--- src/rtl/fa_pkg.sv ---
package fa_pkg;

    typedef enum logic [2:0] {
        FA_IDLE       = 3'd0,
        FA_RD_ISSUE   = 3'd1,
        FA_RD_CAPTURE = 3'd2,
        FA_WR_ISSUE   = 3'd3,
        FA_PAD        = 3'd4,
        FA_FINISH     = 3'd5
    } fa_state_e;

endpackage

--- src/rtl/fa_mask_gen.sv ---
module fa_mask_gen #(
    parameter int REG_W  = 32,
    parameter int FIDX_W = $clog2(REG_W)
) (
    input  logic [FIDX_W-1:0] hi,
    input  logic [FIDX_W-1:0] lo,
    output logic [REG_W-1:0]  mask,
    output logic              field_bad
);
    localparam logic [FIDX_W-1:0] TOP_IDX = FIDX_W'(REG_W - 1);

    logic [REG_W-1:0] from_lo;
    logic [REG_W-1:0] to_hi;

    always_comb begin
        field_bad = (hi < lo);
        from_lo   = {REG_W{1'b1}} << lo;
        to_hi     = {REG_W{1'b1}} >> (TOP_IDX - hi);
        mask      = field_bad ? '0 : (from_lo & to_hi);
    end
endmodule

--- src/rtl/fa_field_extract.sv ---
module fa_field_extract #(
    parameter int REG_W  = 32,
    parameter int RES_W  = 16,
    parameter int FIDX_W = $clog2(REG_W)
) (
    input  logic [REG_W-1:0]  word,
    input  logic [REG_W-1:0]  mask,
    input  logic [FIDX_W-1:0] lo,
    output logic [RES_W-1:0]  field
);
    always_comb begin
        field = RES_W'((word & mask) >> lo);
    end
endmodule

--- src/rtl/fa_field_merge.sv ---
module fa_field_merge #(
    parameter int REG_W  = 32,
    parameter int IMM_W  = 8,
    parameter int FIDX_W = $clog2(REG_W)
) (
    input  logic [REG_W-1:0]  word,
    input  logic [REG_W-1:0]  mask,
    input  logic [FIDX_W-1:0] lo,
    input  logic [IMM_W-1:0]  imm,
    output logic [REG_W-1:0]  merged
);
    logic [REG_W-1:0] imm_wide;
    logic [REG_W-1:0] imm_placed;

    always_comb begin
        imm_wide   = {{(REG_W-IMM_W){1'b0}}, imm};
        imm_placed = (imm_wide << lo) & mask;
        merged     = (word & ~mask) | imm_placed;
    end
endmodule

--- src/rtl/fa_seq.sv ---
module fa_seq
    import fa_pkg::*;
#(
    parameter int RD_TOTAL = 8,
    parameter int WR_TOTAL = 12
) (
    input  logic clk,
    input  logic rst_n,
    input  logic req_valid,
    input  logic req_write,
    input  logic field_bad,
    output logic accept,
    output logic rd_strobe,
    output logic wr_strobe,
    output logic capture,
    output logic finish,
    output logic busy,
    output logic op_write
);
    localparam int MAX_TOTAL = (RD_TOTAL > WR_TOTAL) ? RD_TOTAL : WR_TOTAL;
    localparam int CNT_W     = $clog2(MAX_TOTAL + 1);
    localparam logic [CNT_W-1:0] RD_PAD_END = CNT_W'(RD_TOTAL - 2);
    localparam logic [CNT_W-1:0] WR_PAD_END = CNT_W'(WR_TOTAL - 2);

    fa_state_e        state_q, state_d;
    logic [CNT_W-1:0] cyc_q;
    logic             op_write_q;
    logic [CNT_W-1:0] pad_end;

    // state register
    always_ff @(posedge clk) begin
        if (!rst_n) begin
            state_q    <= FA_IDLE;
            cyc_q      <= '0;
            op_write_q <= 1'b0;
        end else begin
            state_q <= state_d;
            if (accept) begin
                cyc_q      <= '0;
                op_write_q <= req_write;
            end else if (state_q != FA_IDLE) begin
                cyc_q <= cyc_q + 1'b1;
            end
        end
    end

    // next state
    always_comb begin
        pad_end = op_write_q ? WR_PAD_END : RD_PAD_END;
        state_d = state_q;
        unique case (state_q)
            FA_IDLE:       if (req_valid) state_d = FA_RD_ISSUE;
            FA_RD_ISSUE:   state_d = FA_RD_CAPTURE;
            FA_RD_CAPTURE: state_d = (op_write_q && !field_bad) ? FA_WR_ISSUE : FA_PAD;
            FA_WR_ISSUE:   state_d = FA_PAD;
            FA_PAD:        if (cyc_q == pad_end) state_d = FA_FINISH;
            FA_FINISH:     state_d = FA_IDLE;
            default:       state_d = FA_IDLE;
        endcase
    end

    // outputs
    always_comb begin
        accept    = (state_q == FA_IDLE) && req_valid;
        rd_strobe = (state_q == FA_RD_ISSUE);
        capture   = (state_q == FA_RD_CAPTURE);
        wr_strobe = (state_q == FA_WR_ISSUE);
        finish    = (state_q == FA_FINISH);
        busy      = (state_q != FA_IDLE);
        op_write  = op_write_q;
    end
endmodule

--- src/rtl/fieldacc_unit.sv ---
module fieldacc_unit #(
    parameter int ADDR_W    = 8,
    parameter int REG_W     = 32,
    parameter int RES_W     = 16,
    parameter int IMM_W     = 8,
    parameter int RD_EXEC   = 4,
    parameter int WR_EXEC   = 8,
    parameter int FETCH_CYC = 4,
    parameter int FIDX_W    = $clog2(REG_W)
) (
    input  logic              clk,
    input  logic              rst_n,
    input  logic              req_valid,
    input  logic              req_write,
    input  logic [ADDR_W-1:0] req_addr,
    input  logic [FIDX_W-1:0] req_hi,
    input  logic [FIDX_W-1:0] req_lo,
    input  logic [IMM_W-1:0]  req_imm,
    output logic              done,
    output logic [RES_W-1:0]  res_data,
    output logic [ADDR_W-1:0] bus_addr,
    output logic              bus_rd,
    output logic              bus_wr,
    output logic [REG_W-1:0]  bus_wdata,
    input  logic [REG_W-1:0]  bus_rdata
);
    localparam int RD_TOTAL = RD_EXEC + FETCH_CYC;
    localparam int WR_TOTAL = WR_EXEC + FETCH_CYC;

    logic              accept, capture, busy_w, op_write, field_bad;
    logic [ADDR_W-1:0] addr_q;
    logic [FIDX_W-1:0] hi_q, lo_q;
    logic [IMM_W-1:0]  imm_q;
    logic [REG_W-1:0]  word_q;
    logic [RES_W-1:0]  res_q;
    logic [REG_W-1:0]  mask;
    logic [RES_W-1:0]  field_rd;
    logic [REG_W-1:0]  merged;

    fa_seq #(
        .RD_TOTAL(RD_TOTAL),
        .WR_TOTAL(WR_TOTAL)
    ) u_seq (
        .clk      (clk),
        .rst_n    (rst_n),
        .req_valid(req_valid),
        .req_write(req_write),
        .field_bad(field_bad),
        .accept   (accept),
        .rd_strobe(bus_rd),
        .wr_strobe(bus_wr),
        .capture  (capture),
        .finish   (done),
        .busy     (busy_w),
        .op_write (op_write)
    );

    fa_mask_gen #(.REG_W(REG_W), .FIDX_W(FIDX_W)) u_mask (
        .hi       (hi_q),
        .lo       (lo_q),
        .mask     (mask),
        .field_bad(field_bad)
    );

    fa_field_extract #(.REG_W(REG_W), .RES_W(RES_W), .FIDX_W(FIDX_W)) u_extract (
        .word (bus_rdata),
        .mask (mask),
        .lo   (lo_q),
        .field(field_rd)
    );

    fa_field_merge #(.REG_W(REG_W), .IMM_W(IMM_W), .FIDX_W(FIDX_W)) u_merge (
        .word  (word_q),
        .mask  (mask),
        .lo    (lo_q),
        .imm   (imm_q),
        .merged(merged)
    );

    always_ff @(posedge clk) begin
        if (!rst_n) begin
            addr_q <= '0;
            hi_q   <= '0;
            lo_q   <= '0;
            imm_q  <= '0;
            word_q <= '0;
            res_q  <= '0;
        end else begin
            if (accept) begin
                addr_q <= req_addr;
                hi_q   <= req_hi;
                lo_q   <= req_lo;
                imm_q  <= req_imm;
            end
            if (capture) begin
                word_q <= bus_rdata;
                if (!op_write) res_q <= field_bad ? '0 : field_rd;
            end
        end
    end

    assign bus_addr  = addr_q;
    assign bus_wdata = merged;
    assign res_data  = res_q;
endmodule

--- config.mk ---
export PLATFORM = sky130hd
export DESIGN_NAME = fieldacc_unit
export DESIGN_NICKNAME = d
export VERILOG_FILES = /design/src/rtl/fa_pkg.sv /design/src/rtl/fa_mask_gen.sv /design/src/rtl/fa_field_extract.sv /design/src/rtl/fa_field_merge.sv /design/src/rtl/fa_seq.sv /design/src/rtl/fieldacc_unit.sv
export SDC_FILE = /design/constraint.sdc
export NUM_CORES = 1
export LEC_CHECK = 0
export ABC_AREA = 1
export CORE_ASPECT_RATIO = 0.7
export CORE_MARGIN = 1.5
export CORE_UTILIZATION = 32
export CTS_CLUSTER_SIZE = 20
export DETAILED_ROUTE_END_ITERATION = 10
export MAX_ROUTING_LAYER = met4
export PLACE_DENSITY = 0.55
export SYNTH_ARGS = -nofsm -noshare
export SYNTH_HDL_FRONTEND = slang
export SYNTH_SLANG_ARGS = --single-unit
export TNS_END_PERCENT = 50
--- constraint.sdc ---
create_clock -name clk -period 6.1 [get_ports clk]
set_input_delay 0.61 -clock clk [delete_from_list [all_inputs] [get_ports clk]]
set_output_delay 0.61 -clock clk [all_outputs]
set_load 0.01 [all_outputs]
; Word level (Yosys, flattened, before mapping)
; Index checks and enable logic that the tools add are counted.
[totals]
ff_bits = 82
input_bits = 62
out_inout_bits = 59
wordCells = 47
[op_classes]
addsub = 2
magnitude_cmp = 1
n_eq_ne = 8
shifts = 4
mux = 7
n_bitwise = 8
reduce_logical = 8
[op_table]
columns = operator, n
row1 = $and A32 B32 Y32, 4
row2 = $mux W32, 1
row3 = $not A32 Y32, 1
row4 = $or A32 B32 Y32, 1
row5 = $shl A32 B5 Y32 const A, 1
row6 = $shl A8 B5 Y32, 1
row7 = $shr A32 B5 Y16, 1
row8 = $shr A32 B5 Y32 const A, 1
row9 = $mux W16, 1
row10 = $pmux W3 S5, 1
row11 = $mux W3, 3
row12 = $eq A3 B2 Y1 const B, 2
row13 = $eq A3 B3 Y1 const B, 2
row14 = $lt A5 B5 Y1, 1
row15 = $sub A5 B5 Y5 const A, 1
row16 = $add A4 B1 Y4 const B, 1
row17 = $eq A4 B4 Y1, 1
row18 = $mux W4, 1
row19 = $reduce_and A2 Y1, 2
row20 = $eq A3 B1 Y1 const B, 1
row21 = $logic_not A3 Y1, 1
row22 = $reduce_bool A3 Y1, 1
row23 = $logic_and A1 B1 Y1, 2
row24 = $ne A2 B1 Y1 const B, 1
row25 = 4 further kinds, 5

; Depth between registers and ports, before layout
[logic_depth]
depth_word = 7
mapped_depth = 22

; Modules after synthesis
; A second synthesis with hierarchy kept.
[hier_totals]
cells_unflattened = 1246
area_unflattened_um2 = 6947.9
[by_module_without_submodules]
columns = mod, n_inst, cells_each, area_each_um2, seq_area_each_um2
row1 = fieldacc_unit, 1, 388, 2788.9, 1481.4
row2 = fa_field_extract, 1, 364, 1794.2, 0.0
row3 = fa_field_merge, 1, 251, 1094.8, 0.0
row4 = fa_mask_gen, 1, 179, 818.3, 0.0
row5 = fa_seq, 1, 64, 451.7, 160.2

; Worst setup path before layout
; Ideal clock, no wire load.
[synth_path]
path_type = reg-to-output
startpoint = reg lo_q[1]
endpoint = out bus_wdata[12]
t_arrival_ns = 2.341
t_required_ns = 5.490
path_slack_ns = 3.149
stages_incl_launch_ff = 15
cell_sequence = dfxtp_1 -> buf_6 -> inv_2 -> buf_2 -> buf_1 -> ha_1 -> nand2_1 -> nor2_1 -> nand2_1 -> nand3_2 -> buf_6 -> buf_6 -> buf_4 -> buf_2 -> a31oi_1
[synth_via]
elab_chain_cells = 6
elab_cells_between_ends = 9
classes_between = order compare: 1 / shift: 2 / mux: 1 / bitwise: 5
[synth_rtl]
columns = item, line
row1 = start: declaration, fieldacc_unit.sv:32  ; logic [FIDX_W-1:0] hi_q, lo_q;
row2 = start signal: assignment, fieldacc_unit.sv:92  ; lo_q <= req_lo;
row3 = $shl A32 B5 Y32, fa_mask_gen.sv:17  ; from_lo = {REG_W{1'b1}} << lo;
row4 = $and A32 B32 Y32, fa_mask_gen.sv:19  ; mask = field_bad ? '0 : (from_lo & to_hi);
row5 = $mux W32, fa_mask_gen.sv:19
row6 = $not A32 Y32, fa_field_merge.sv:18  ; merged = (word & ~mask) | imm_placed;
row7 = $and A32 B32 Y32, fa_field_merge.sv:18
row8 = $or A32 B32 Y32 *, fa_field_merge.sv:18
row9 = end: declaration, fieldacc_unit.sv:24  ; output logic [REG_W-1:0] bus_wdata,
; Mark *: on every way between the ends. The rest lies on a longest branch, timed or not.

; Final worst setup path
[layout_path]
startpoint = reg lo_q[1]
endpoint = out bus_wdata[31]
; Same word-level chain as after synthesis.

==> results.sh <==
export IMPL_setup_viol=0
export IMPL_start_util_pct=32.6
export IMPL_htree_levels=3
export IMPL_path_class="reg2out"
export IMPL_r2r_start="lo_q[1]"
export IMPL_hold_path_class="reg2reg"
export IMPL_skew_ns=0.0120
export IMPL_route_detailed_drc=0
export IMPL_crit_end="bus_wdata[31]"
export IMPL_overflow=0
export IMPL_critPathTopFamily="buffers and inverters"
export IMPL_dp_hpwl_microns=21600
export IMPL_p_leak_uw=0.00307
export IMPL_synth_area_sq_um=6440
export IMPL_ctsResizeCount=0
export IMPL_die_width_microns=173
export IMPL_grt_pass1_wl_microns=43900
export IMPL_cts_tree="done"
export IMPL_netlist_instances=1065
export IMPL_critPathMaxFanout=43
export IMPL_ctsHoldBuffers=0
export IMPL_fin_crit_ns=4.39
export IMPL_r2r_cells=16
export IMPL_r2r_end="res_data[3]"
export IMPL_clock_path_buffers=2
export IMPL_grt_usage_pct=28.3
export IMPL_startpoint="lo_q[1]"
export IMPL_yosysWarningCount=0
export IMPL_worst_path_largest_cell_delay_ns=0.55
export IMPL_die_height_microns=122
export IMPL_ys_seq_area_share_pct=25.5
export IMPL_powerDensity_nw_per_um2=357
export IMPL_routed_wl_microns=28800
export IMPL_rsz0062_at_grt="no"
export IMPL_period_share_pct=72.0
export IMPL_fmax_ghz=0.228
export IMPL_regToRegSetupSlack_ns=2.34
export IMPL_finalHoldViolCount=0
export IMPL_clk_pin_slew_ns=0.07
export IMPL_synth_top_area_share_pct=25.5
export IMPL_worst_pin_slew_ns=0.942
export IMPL_clock_sinks=82
export IMPL_dr_pass1_iters=6
export IMPL_cts_root_buffer="clkbuf_16"
export IMPL_ys_types=39
export IMPL_synth_seq_cells=82
export IMPL_synth_avg_cell_area_sq_um=6.04
export IMPL_synthesis_nets=1133
export IMPL_syn2layout_area_growth_pct=23.6
export IMPL_num_vias=7889
export IMPL_critical_path_buf_inv_count=4
export IMPL_critPathLaunchType="flip-flop"
export IMPL_synth_edf_count=0
export IMPL_post_cts_buffers=0
export IMPL_finalMaxSlewViolations=0
export IMPL_cp_end_kind="output port"
export IMPL_grt_antenna_before_repair=2
export IMPL_async_flop_share_pct=0
export IMPL_viasPerCell=5.58
export IMPL_clkLatencyLatePin_ns=0.36
export IMPL_pin_count=121
export IMPL_place_gp_congestion=0.956
export IMPL_slew_headroom_pct=37.1
export IMPL_grt_pass1_vias=7353
export IMPL_first_iter_violations=979
export IMPL_fin_util_pct=40.3
export IMPL_ant_nets=0
export IMPL_core_area_sq_um=19700
export IMPL_path_cells="buf_4, inv_2, ha_1, nand2_1, nor2_1, nand2_1, nand3_4, buf_4, nand2_2, nor2_2, nand3_1, o21ai_0, clkdlybuf4s50_1"
export IMPL_ir_drop_v=0.000180
export IMPL_final_layout_size_suffix_gt1_share_pct=6.75
export IMPL_synth_top_area_cell="dfxtp_1"
export IMPL_status="finished, final reports clean"
export IMPL_cp_arrival_ns=3.78
export IMPL_ys_flop_type="dfxtp_1"
export IMPL_path_depth=13
export IMPL_rows=43
export IMPL_grt_max_degree=52
export IMPL_synthTopCellsByArea="dfxtp_1 26%, nand3_1 15%, nand2_1 11%"
export IMPL_nets=1204
export IMPL_numPortBuffers=120
export IMPL_cap_viol_max_count=0
export IMPL_crit_required_ns=5.49
export IMPL_crit_slowest_cell="clkdlybuf4s50_1"
export IMPL_tns_ns=0
export IMPL_wl_per_cell_microns=20.4
export IMPL_cts_buffers=9
export IMPL_die_area_sq_um=21000
[worst register-to-register path: stages (launching register included)]
cell     delay, ns
dfxtp_1       0.31
buf_4         0.41
inv_2         0.46
ha_1          0.45
nand2_1       0.05
nor2_1        0.08
nand2_1       0.10
nand3_4       0.10
buf_4         0.40
nand3_1       0.32
nand2_1       0.15
nand3_1       0.11
nand3_1       0.13
nand2_1       0.05
nor2_1        0.22
nand4_1       0.19
a21oi_1       0.17
[placed cells by master, fill, tap and decap left out, drive strengths merged, types with 7 or more instances in the layout]
| cell | synthesis | routed |
|---|---|---|
| nand2 | 203 | 203 |
| nand3 | 198 | 198 |
| nor2 | 129 | 129 |
| clkdlybuf4s50 | 0 | 120 |
| o21ai | 88 | 88 |
| a21oi | 86 | 86 |
| dfxtp | 82 | 82 |
| inv | 77 | 80 |
| nand4 | 64 | 64 |
| nor3 | 16 | 16 |
| buf | 44 | 14 |
| a31oi | 13 | 13 |
| o22ai | 9 | 9 |
| clkbuf | 30 | 9 |
| o31ai | 7 | 7 |
[metal layers]
metal	part of all wire (%)	routed length, microns	up-vias	GRT usage (%)
met5	0	0	-	-
met4	2.6	755	0	9.21
met3	11	3250	61	8.83
met2	39	11200	452	37.9
met1	47	13600	3564	39.5
li1	-	-	3812	-
[per-stage QoR]
stage | cell area [sq um] | hold WS, ns | worst slack (ns) | power [uW] | instances
after global placement | 7660 | 0.440 | 2.25 | 2260 | 1395
final | 7960 | 0.458 | 1.71 | 2840 | 1413
after global routing | 7960 | 0.474 | 1.55 | 3010 | 1413
after floorplan | 6440 | 0.425 | 3.15 | 1740 | 1065
after detailed placement | 7660 | 0.447 | 2.20 | 2250 | 1395
after CTS | 7950 | 0.456 | 1.81 | 2800 | 1411
[layout make-up]
cell class	count	area (sq um)
Timing Repair Buffer	134	1310
Sequential cell	82	1640
Clock inverter	7	60.1
Clock buffer	9	225
Fill cell	2188	11800
Multi-Input combinational cell	830	4080
Tap cell	270	338
Inverter	79	299
Antenna cell	2	5.00
[cell families after synthesis]
logic type / Yosys count / share of synthesized area (%)
flops: 82 / 25.5
buf+inv: 153 / 11.2
compound gates: 209 / 17.6
xor+xnor: 1 / 0.136
simple gates: 614 / 44.4
fa+ha+maj: 6 / 1.17
[registers in the layout, indices dropped and copies added (netlist names)]
name	flops
word_q	32
res_data	16
bus_addr	8
imm_q	8
hi_q	5
lo_q	5
u_seq.cyc_q	4
u_seq.state_q	3
u_seq.op_write	1
[report_power, final]
| group | internal, uW | switching (uW) |
|---|---|---|
| logic | 486 | 1130 |
| registers | 612 | 69.2 |
| clock network | 283 | 266 |
[how the worst min path moves through the flow]
stage | startpoint | end | slack, ns | cells after the start
after global routing | word_q[20] | word_q[20] | 0.47 | 2
final | word_q[20] | word_q[20] | 0.46 | 2
after global placement | word_q[26] | word_q[26] | 0.44 | 2
after floorplan | word_q[26] | word_q[26] | 0.42 | 2
after CTS | word_q[5] | word_q[5] | 0.46 | 2
after detailed placement | word_q[5] | word_q[5] | 0.45 | 2
[cells in the mapped netlist, types with 3 or more instances]
cell	number
buf_6	12
o21ai_0	86
o31ai_1	7
inv_2	11
a21oi_1	82
a31oi_1	13
nand2_1	196
dfxtp_1	82
nor3_1	15
buf_1	5
clkbuf_1	30
nand2_2	5
or2_2	4
a21oi_2	3
buf_4	9
o22ai_1	9
nor2_2	11
nor2_4	5
nor2_1	113
inv_1	65
nand3_1	196
ha_1	6
nand4_1	63
buf_2	18
Note: power is estimated with default switching activity, not from simulation.
